<file path="config.mk">
export PLATFORM = sky130hd
export DESIGN_NAME = sprog_host
export DESIGN_NICKNAME = d
export VERILOG_FILES = /design/src/rtl/sprog_pkg.sv /design/src/rtl/sprog_sync.sv /design/src/rtl/sprog_sclk_gen.sv /design/src/rtl/sprog_shifter.sv /design/src/rtl/sprog_host.sv
export SDC_FILE = /design/constraint.sdc
export NUM_CORES = 1
export LEC_CHECK = 0
export BUFFER_PORTS_ARGS = -buffer_cell sky130_fd_sc_hd__buf_2
export CAP_MARGIN = 5
export CORE_MARGIN = 5
export CORE_UTILIZATION = 25
export CTS_CLUSTER_DIAMETER = 30
export DETAILED_ROUTE_END_ITERATION = 8
export PLACE_DENSITY = 0.45
export SETUP_SLACK_MARGIN = 0.4
export SLEW_MARGIN = 20
export SYNTH_ARGS = -nofsm -noshare
export SYNTH_HDL_FRONTEND = slang
export SYNTH_HIERARCHICAL = 1
export SYNTH_SLANG_ARGS = --single-unit
</file>
<file path="constraint.sdc">
create_clock -name clk -period 7.45 [get_ports clk]
set_clock_uncertainty 0.1 [all_clocks]
set_input_delay 1.1175 -clock clk [delete_from_list [all_inputs] [get_ports clk]]
set_output_delay 1.1175 -clock clk [all_outputs]
set_load 0.05 [all_outputs]
</file>
<file path="src/rtl/sprog_pkg.sv">
package sprog_pkg;

   typedef enum logic [1:0] {
      ST_IDLE  = 2'd0,
      ST_SHIFT = 2'd1,
      ST_TAIL  = 2'd2,
      ST_WAIT  = 2'd3
   } sprog_state_e;

   // Nanoseconds to system clocks, rounded up
   function automatic int ns_to_cycles(input longint hz, input longint ns);
      longint prod;
      prod = ns * hz + 64'd999_999_999;
      return int'(prod / 64'd1_000_000_000);
   endfunction

endpackage

</file>
<file path="src/rtl/sprog_sync.sv">
module sprog_sync #(
   parameter int   STAGES  = 2,
   parameter logic RST_VAL = 1'b1
) (
   input  logic clk,
   input  logic rst_n,
   input  logic d,
   output logic q
);
   logic [STAGES-1:0] chain;

   if (STAGES < 1) begin : g_bad_stages
      $error("sprog_sync: STAGES must be at least 1");
   end

   always_ff @(posedge clk or negedge rst_n) begin
      if (!rst_n) chain[0] <= RST_VAL;
      else        chain[0] <= d;
   end

   for (genvar i = 1; i < STAGES; i++) begin : g_stage
      always_ff @(posedge clk or negedge rst_n) begin
         if (!rst_n) chain[i] <= RST_VAL;
         else        chain[i] <= chain[i-1];
      end
   end

   assign q = chain[STAGES-1];
endmodule

</file>
<file path="src/rtl/sprog_sclk_gen.sv">
module sprog_sclk_gen #(
   parameter int HALF_CYC = 4
) (
   input  logic clk,
   input  logic rst_n,
   input  logic run,
   output logic sclk,
   output logic rise_ev,
   output logic fall_ev
);
   localparam int HW = (HALF_CYC > 1) ? $clog2(HALF_CYC) : 1;
   localparam logic [HW-1:0] HLAST = HW'(HALF_CYC - 1);

   logic [HW-1:0] hcnt;
   logic          wrap;

   if (HALF_CYC < 2) begin : g_bad_half
      $error("sprog_sclk_gen: HALF_CYC must be at least 2");
   end

   assign wrap    = run && (hcnt == HLAST);
   assign rise_ev = wrap && !sclk;
   assign fall_ev = wrap &&  sclk;

   always_ff @(posedge clk or negedge rst_n) begin
      if (!rst_n) begin
         hcnt <= '0;
         sclk <= 1'b0;
      end else if (!run) begin
         hcnt <= '0;
         sclk <= 1'b0;
      end else if (wrap) begin
         hcnt <= '0;
         sclk <= ~sclk;
      end else begin
         hcnt <= hcnt + 1'b1;
      end
   end
endmodule

</file>
<file path="src/rtl/sprog_shifter.sv">
module sprog_shifter #(
   parameter int ADDR_W = 2,
   parameter int DATA_W = 8
) (
   input  logic              clk,
   input  logic              rst_n,
   input  logic              load,
   input  logic [ADDR_W-1:0] addr,
   input  logic [DATA_W-1:0] data,
   input  logic              adv,
   input  logic              cap,
   input  logic              sdi,
   output logic              tx_bit,
   output logic [DATA_W-1:0] rx_data
);
   localparam int FRAME_W = 1 + ADDR_W + DATA_W;

   logic [FRAME_W-1:0] tx_q;

   always_ff @(posedge clk or negedge rst_n) begin
      if (!rst_n)    tx_q <= '0;
      else if (load) tx_q <= {data, addr, 1'b1};
      else if (adv)  tx_q <= {1'b0, tx_q[FRAME_W-1:1]};
   end

   always_ff @(posedge clk or negedge rst_n) begin
      if (!rst_n)    rx_data <= '0;
      else if (load) rx_data <= '0;
      else if (cap)  rx_data <= {sdi, rx_data[DATA_W-1:1]};
   end

   assign tx_bit = tx_q[0];
endmodule

</file>
<file path="src/rtl/sprog_host.sv">
module sprog_host
   import sprog_pkg::*;
#(
   parameter longint CLK_HZ        = 100_000_000,
   parameter int     HALF_CYC      = 8,
   parameter int     ADDR_W        = 2,
   parameter int     DATA_W        = 8,
   parameter int     PROG_SETUP_NS = 150,
   parameter int     TIMEOUT_CYC   = 1_000_000,
   parameter int     RDY_SYNC      = 2
) (
   input  logic              clk,
   input  logic              rst_n,
   input  logic              req_valid,
   output logic              req_ready,
   input  logic [ADDR_W-1:0] req_addr,
   input  logic [DATA_W-1:0] req_data,
   input  logic              req_store,
   output logic              done,
   output logic [DATA_W-1:0] done_rdata,
   output logic              done_fail,
   output logic              done_timeout,
   output logic              cs,
   output logic              sclk,
   output logic              sdo,
   input  logic              sdi,
   output logic              prog,
   input  logic              rdy
);
   localparam int FRAME_W   = 1 + ADDR_W + DATA_W;
   localparam int DATA_LO   = 1 + ADDR_W;
   localparam int SETUP_CYC = ns_to_cycles(CLK_HZ, longint'(PROG_SETUP_NS));
   localparam int COMMIT_AT = (2 * FRAME_W + 1) * HALF_CYC;
   localparam int PROG_AT   = COMMIT_AT - SETUP_CYC;
   localparam int BIT_W     = $clog2(FRAME_W);
   localparam int FCNT_W    = $clog2(COMMIT_AT + 1);
   localparam int TCNT_W    = $clog2(TIMEOUT_CYC + 1);

   // Elaboration checks on the configuration
   if (ADDR_W < 1 || DATA_W < 1) begin : g_bad_width
      $error("sprog_host: ADDR_W and DATA_W must be positive");
   end
   if (SETUP_CYC < 1 || PROG_AT <= HALF_CYC) begin : g_bad_setup
      $error("sprog_host: program setup does not fit between start bit and commit edge");
   end
   if (HALF_CYC < RDY_SYNC + 2) begin : g_bad_sync
      $error("sprog_host: HALF_CYC too short for the ready synchroniser");
   end
   if (TIMEOUT_CYC < 2) begin : g_bad_timeout
      $error("sprog_host: TIMEOUT_CYC must be at least 2");
   end

   sprog_state_e      state;
   logic [BIT_W-1:0]  bidx;
   logic [FCNT_W-1:0] fcnt;
   logic [TCNT_W-1:0] tcnt;
   logic              store_q;
   logic              fail_seen;
   logic              prog_q;
   logic              done_q;
   logic              fail_q;
   logic              to_q;
   logic [DATA_W-1:0] rdata_q;

   logic              rdy_s;
   logic              run;
   logic              rise_ev;
   logic              fall_ev;
   logic              load;
   logic              adv;
   logic              cap;
   logic              tx_bit;
   logic [DATA_W-1:0] rx_data;
   logic              last_bit;
   logic              fin_tail;
   logic              fin_wait_ok;
   logic              fin_wait_to;
   logic              finish;

   sprog_sync #(.STAGES(RDY_SYNC), .RST_VAL(1'b1)) u_rdy_sync (
      .clk   (clk),
      .rst_n (rst_n),
      .d     (rdy),
      .q     (rdy_s)
   );

   sprog_sclk_gen #(.HALF_CYC(HALF_CYC)) u_sclk (
      .clk     (clk),
      .rst_n   (rst_n),
      .run     (run),
      .sclk    (sclk),
      .rise_ev (rise_ev),
      .fall_ev (fall_ev)
   );

   sprog_shifter #(.ADDR_W(ADDR_W), .DATA_W(DATA_W)) u_shift (
      .clk     (clk),
      .rst_n   (rst_n),
      .load    (load),
      .addr    (req_addr),
      .data    (req_data),
      .adv     (adv),
      .cap     (cap),
      .sdi     (sdi),
      .tx_bit  (tx_bit),
      .rx_data (rx_data)
   );

   assign run       = (state != ST_IDLE);
   assign req_ready = (state == ST_IDLE);
   assign load      = req_ready && req_valid;
   assign cs        = (state == ST_SHIFT);
   assign sdo       = cs && tx_bit;
   assign last_bit  = (bidx == BIT_W'(FRAME_W - 1));
   assign adv       = cs && fall_ev;
   assign cap       = cs && rise_ev && (bidx >= BIT_W'(DATA_LO));

   assign fin_tail    = (state == ST_TAIL) && fall_ev && (bidx == BIT_W'(1))
                        && (!store_q || fail_seen);
   assign fin_wait_ok = (state == ST_WAIT) && fall_ev && rdy_s;
   assign fin_wait_to = (state == ST_WAIT) && !fin_wait_ok
                        && (tcnt == TCNT_W'(TIMEOUT_CYC - 1));
   assign finish      = fin_tail || fin_wait_ok || fin_wait_to;

   always_ff @(posedge clk or negedge rst_n) begin
      if (!rst_n) begin
         state     <= ST_IDLE;
         bidx      <= '0;
         fcnt      <= '0;
         tcnt      <= '0;
         store_q   <= 1'b0;
         fail_seen <= 1'b0;
         prog_q    <= 1'b0;
         done_q    <= 1'b0;
         fail_q    <= 1'b0;
         to_q      <= 1'b0;
         rdata_q   <= '0;
      end else begin
         done_q <= 1'b0;
         unique case (state)
            ST_IDLE: begin
               if (req_valid) begin
                  state     <= ST_SHIFT;
                  bidx      <= '0;
                  fcnt      <= '0;
                  store_q   <= req_store;
                  fail_seen <= 1'b0;
               end
            end
            ST_SHIFT: begin
               if (fall_ev) begin
                  if (last_bit) begin
                     state <= ST_TAIL;
                     bidx  <= '0;
                  end else begin
                     bidx <= bidx + 1'b1;
                  end
               end
            end
            ST_TAIL: begin
               if (fall_ev) begin
                  if (bidx == '0) begin
                     fail_seen <= store_q && rdy_s;
                     bidx      <= BIT_W'(1);
                  end else if (store_q && !fail_seen) begin
                     state <= ST_WAIT;
                     tcnt  <= '0;
                  end
               end
            end
            ST_WAIT: begin
               tcnt <= tcnt + 1'b1;
            end
            default: state <= ST_IDLE;
         endcase

         if (run && fcnt != FCNT_W'(COMMIT_AT))
            fcnt <= fcnt + 1'b1;

         if (run && store_q && fcnt >= FCNT_W'(PROG_AT - 1))
            prog_q <= 1'b1;

         if (finish) begin
            state   <= ST_IDLE;
            done_q  <= 1'b1;
            fail_q  <= fin_tail && fail_seen;
            to_q    <= fin_wait_to;
            rdata_q <= rx_data;
            prog_q  <= 1'b0;
         end
      end
   end

   assign prog         = prog_q;
   assign done         = done_q;
   assign done_fail    = fail_q;
   assign done_timeout = to_q;
   assign done_rdata   = rdata_q;
endmodule

</file>
# Word level (Yosys, flattened, before mapping)
# Cells that the tools add are included.
[classes]
add_sub_neg = 4
eq_ne = 21
n_bitwise = 1
n_reduce_logical = 46
mux = 36
magnitude_cmp = 2
[ops]
columns = ["cell", "count"]
rows = [
  ["2-to-1 mux 20 bit", 3],
  ["2-to-1 mux 8 bit", 5],
  ["case mux 20 bit (2 select lines)", 1],
  ["2-to-1 mux 11 bit", 2],
  ["logical AND 1 bit", 21],
  ["adder 20 x 1 -> 20 bit (second input constant)", 1],
  ["== test 20 bit (second input constant)", 1],
  ["2-to-1 mux 4 bit", 5],
  ["nonzero test 2 bit", 8],
  ["2-to-1 mux 2 bit", 7],
  ["case mux 4 bit (3 select lines)", 1],
  ["adder 8 x 1 -> 8 bit (second input constant)", 1],
  ["greater-or-equal comparator 8 bit (second input constant)", 1],
  ["2-to-1 mux 1 bit", 8],
  ["!= test 2 x 1 -> 1 bit (second input constant)", 4],
  ["!= test 8 bit (second input constant)", 1],
  ["AND reduction 4 bit", 2],
  ["AND reduction 7 bit", 1],
  ["2-to-1 mux 3 bit", 2],
  ["!= test 2 bit (second input constant)", 3],
  ["!= test 3 x 1 -> 1 bit (second input constant)", 2],
  ["!= test 3 x 2 -> 1 bit (second input constant)", 2],
  ["!= test 3 bit (second input constant)", 2],
  ["case mux 2 bit (3 select lines)", 1],
  ["18 further kinds", 25],
]
[word_totals]
output_inout_bits = 16
inputBits = 16
register_bits = 73
word_cells = 127

# Longest topological paths before layout
[depth]
depth_word = 11
ltp_mapped = 11
depth_no_buf = 9

# Cells and area by module
# Netlist, hierarchy kept.
[by_module_without_submodules]
columns = ["module", "cells_each", "instances", "seq_area_each_um2", "area_each_um2"]
rows = [
  ["sprog_host", 289, 1, 1201.2, 2827.7],
  ["sprog_shifter", 72, 1, 475.5, 824.5],
  ["sprog_sclk_gen", 14, 1, 100.1, 178.9],
  ["sprog_sync", 2, 1, 52.6, 52.6],
]

# Least setup slack after synthesis
# Ideal clock, no wire load.
[synth_path]
kind = "reg-to-output"
from = "register state[1]"
to = "output sdo"
n_path_buf = 1
arrival_time_ps = 1752
stages_incl_launch_ff = 5
required_ps = 6233
setup_slack_ps = 4480
path_cell_list = "dfrtp_1 inv_1 ha_1 clkbuf_1 and2_1"
[synth_between]
elab_chain_len = 2
[synth_rtl]
columns = ["element", "line", "rtl"]
rows = [
  ["start: declaration", "sprog_host.sv:53", "sprog_state_e state;"],
  ["start signal: assignment", "sprog_host.sv:127", "state <= ST_IDLE;"],
  ["start signal: assignment", "sprog_host.sv:143", "state <= ST_SHIFT;"],
  ["start signal: assignment", "sprog_host.sv:153", "state <= ST_TAIL;"],
  ["== test 2 x 1 -> 1 bit", "sprog_host.sv:112", "assign cs = (state == ST_SHIFT);"],
  ["named net cs", "sprog_host.sv:23", "output logic cs,"],
  ["logical AND 1 bit", "sprog_host.sv:113", "assign sdo = cs && tx_bit;"],
  ["end: declaration", "sprog_host.sv:25", "output logic sdo,"],
]
# The timed path passes the listed nets, and every way through them passes these cells.

# Worst setup path in the final report
[layout_path]
from = "register state[1]"
to = "output sdo"
[layout_between]
elab_chain_len = 2
[layout_rtl]
columns = ["element", "line"]
rows = [
  ["== test 2 x 1 -> 1 bit", "sprog_host.sv:112"],
  ["logical AND 1 bit", "sprog_host.sv:113"],
]
# No other way between the ends.

==> results.json <==
{
  "dpl.hpwl_microns": 5970,
  "netlist_area_sq_um": 3880,
  "fin_crit_sh": 0.402,
  "final_util": 0.294,
  "cts_sinks": 73,
  "gp_congestion": 0.764,
  "wl_microns": 8650,
  "grt_util_all_layers": 0.101,
  "synth-edff-count": 0,
  "antenna_found_initial": 0,
  "rsz0062_at_grt": "false",
  "dp_worst_setup_slack_ns": 4.46,
  "grt_start_max_net_pins": 74,
  "synth_top_cell_area_share": 0.457,
  "portBuffers": 31,
  "cts_tree": "yes",
  "worst-setup-path-type": "flip-flop to primary output",
  "clkSlewWorstSetupHoldPaths_ns": 0.05,
  "max_stage_delay_ns": 0.46,
  "seqCellArea_sq_um": 1830,
  "hold_class": "flip-flop to flip-flop",
  "ir_drop_v": 0.000110,
  "finalNetCount": 426,
  "grt_pass1_wl_microns": 14700,
  "drt_pass1_iterations": 4,
  "critPathMaxFanout": 13,
  "drt_iter0_drc": 182,
  "cp_data_required_time_ns": 6.23,
  "max_freq_mhz": 334,
  "hold_viol_final": 0,
  "setup_viol": 0,
  "antenna_cells": 0,
  "core_area_sq_um": 15200,
  "yosysSeqAreaShare": 0.471,
  "power_density_nw_per_um2": 197,
  "drc": 0,
  "synthDistinctLibCells": 58,
  "cts_hold_buf": 0,
  "cts_max_level": 3,
  "die_h_microns": 135,
  "antenna_left": 0,
  "syn_inst": 377,
  "cts_buffers": 9,
  "cts_root_buf": "clkbuf_16",
  "crit_slowest_cell": "ha_1",
  "synth_seq_cells": 73,
  "drive_above_1_share": 0.183,
  "cp-start-kind": "flip-flop",
  "cts_setup_buffers": 0,
  "cts_buffer_depth": 2,
  "fp.dieArea_sq_um": 18100,
  "multi_input_area_sq_um": 1860,
  "fin_crit_ns": 2.99,
  "tightest_slew_ns": 0.932,
  "setup_ws_ns": 4.46,
  "crit_arrival_ns": 1.78,
  "cap_viol_max_count": 0,
  "synth_largest_area_cell": "dfrtp_1",
  "fin_tns_setup_ns": 0,
  "die_w_microns": 135,
  "outcome": "finished, final reports clean",
  "fill_cells": 1624,
  "num_rows": 45,
  "synth_fp_nets": 403,
  "cpLargestDelayFamily": "adder cells",
  "cp-end-kind": "primary output",
  "cts-resized-gates": 0,
  "yosys_warnings": 6,
  "initial_core_util": 0.255,
  "area_growth_pct": 15.3,
  "path_buf_inv": 2,
  "hold-worst-slack_ns": 0.262,
  "via_per_inst": 4.84,
  "power.leakage_uw": 0.00186,
  "power_uw": 881,
  "io_pins": 32,
  "worstPathCellList": "inv_1, ha_1, and2_1, buf_2",
  "ys_top_cells_by_area": "dfrtp_1 (46%), mux2i_1 (6.2%), nand2_1 (4.3%)",
  "slew_headroom": 0.378,
  "vias": 2865,
  "routedWlPerCell_microns": 14.6,
  "ys.flop_type": "dfrtp_1",
  "grt_remaining_overflow": 0,
  "postSynthAreaPerCell_sq_um": 10.3,
  "ys_async_sr_fraction": 1.00,
  "slew_viol_final": 0,
  "clk_latency_ns": 0.34,
  "grt_pass1_vias": 2951
}
Yosys cell counts (3+ instances only):
cell type  count
a21oi_1       13
or3_1          4
xor2_1         4
a41oi_1        4
buf_2          6
nor2_1        13
buf_4          5
buf_6          6
o21ai_0       16
and3_1        12
nor2b_1        4
nand4_1        5
nor4b_1        3
and2_1         4
or4_1          6
o31ai_1       11
inv_1         13
nor4_1         3
dfrtp_1       71
ha_1          10
nand2b_1       9
nand3_1       15
nand2_1       44
mux2i_1       24
o22ai_1        4
o21ai_1       15
mux2_2        11
per-layer routing:
layer,share of wire,GRT usage
met2,0.44,0.156
met3,0.035,0.0238
met5,0,0
met1,0.50,0.133
met4,0.023,0.0509
registers in the layout (all words and copies together), names as in the netlist:
signal            cells
done_rdata            8
u_shift/rx_data       8
prog                  1
fail_seen             1
done                  1
state                 2
u_shift/tx_q         11
done_timeout          1
tcnt                 20
u_sclk/hcnt           3
fcnt                  8
done_fail             1
u_sclk/sclk           1
u_rdy_sync/chain      1
bidx                  4
u_rdy_sync/q          1
store_q               1
layout make-up:
cell class / count / area share
flip-flops and latches: 73 / 0.409
repair buffers: 32 / 0.0414
inverters: 13 / 0.0109
clock buffers: 9 / 0.0503
well taps: 188 / 0.0525
multi-input cells: 271 / 0.416
clock inverters: 6 / 0.0201
through the flow:
| stage | area [sq um] | instances |
|---|---|---|
| after floorplan | 3880 | 377 |
| after global placement | 4130 | 576 |
| after detailed placement | 4130 | 576 |
| after CTS | 4450 | 591 |
| after global routing | 4480 | 592 |
| final | 4480 | 592 |
cell families after synthesis:
group | after synthesis | share of synthesized area
mux | 35 | 0.0938
flops | 73 | 0.471
compound gates | 82 | 0.144
simple gates | 140 | 0.200
xor+xnor | 4 | 0.00902
fa+ha+maj | 10 | 0.0322
buf+inv | 33 | 0.0503
worst paths after layout:
| path | startpoint | slack [ns] | end | cells after the start |
|---|---|---|---|---|
| setup reg to reg | state[0] | 4.52 | done_rdata[6] | 8 |
| setup / recovery | state[1] | 4.46 | sdo | 4 |
| min in group asynchronous | rst_n | 0.56 | tcnt[9] | 1 |
| hold / removal | u_rdy_sync/chain[0] | 0.26 | u_rdy_sync/q | 0 |
| max in group asynchronous | rst_n | 6.06 | u_rdy_sync/chain[0] | 2 |
| hold reg to reg | u_rdy_sync/chain[0] | 0.26 | u_rdy_sync/q | 0 |
worst register-to-register path: cells and delay by family (launching register included):
kind / cells / cell delay (ns)
buffers and inverters: 2 / 0.33
DFF: 1 / 0.44
adders and majority gates: 1 / 0.44
and+or+nand+nor: 3 / 0.57
muxes: 1 / 0.40
AOI/OAI and AO/OA: 1 / 0.55
cell usage in the layout (no fill, tap or decap), drive strengths merged, types with 2 or more instances in the layout:
master and count:
a211o 2, a21oi 13, a2bb2oi 2, a31o 2, a41oi 4, and2 4, and3 13, and4 2
buf 32, bufinv 2, clkbuf 9, dfrtp 71, dfstp 2, ha 10, inv 15, mux2 11
mux2i 24, nand2 45, nand2b 9, nand3 15, nand4 5, nand4b 2, nor2 13, nor2b 4
nor3b 2, nor4 3, nor4b 3, nor4bb 2, o211ai 2, o21ai 32, o22ai 5, o2bb2ai 2
o31ai 11, o41ai 2, or3 4, or3b 2, or4 7, xor2 4
power breakdown:
group          internal (uW)  switching [uW]  total [uW]  leakage, uW
clock                    293             174         467     0.000152
combinational           5.05            9.83        14.9     0.000787
sequential               398           0.917         399     0.000925
total                    696             184         881      0.00186
(Power assumes the default switching activity.)
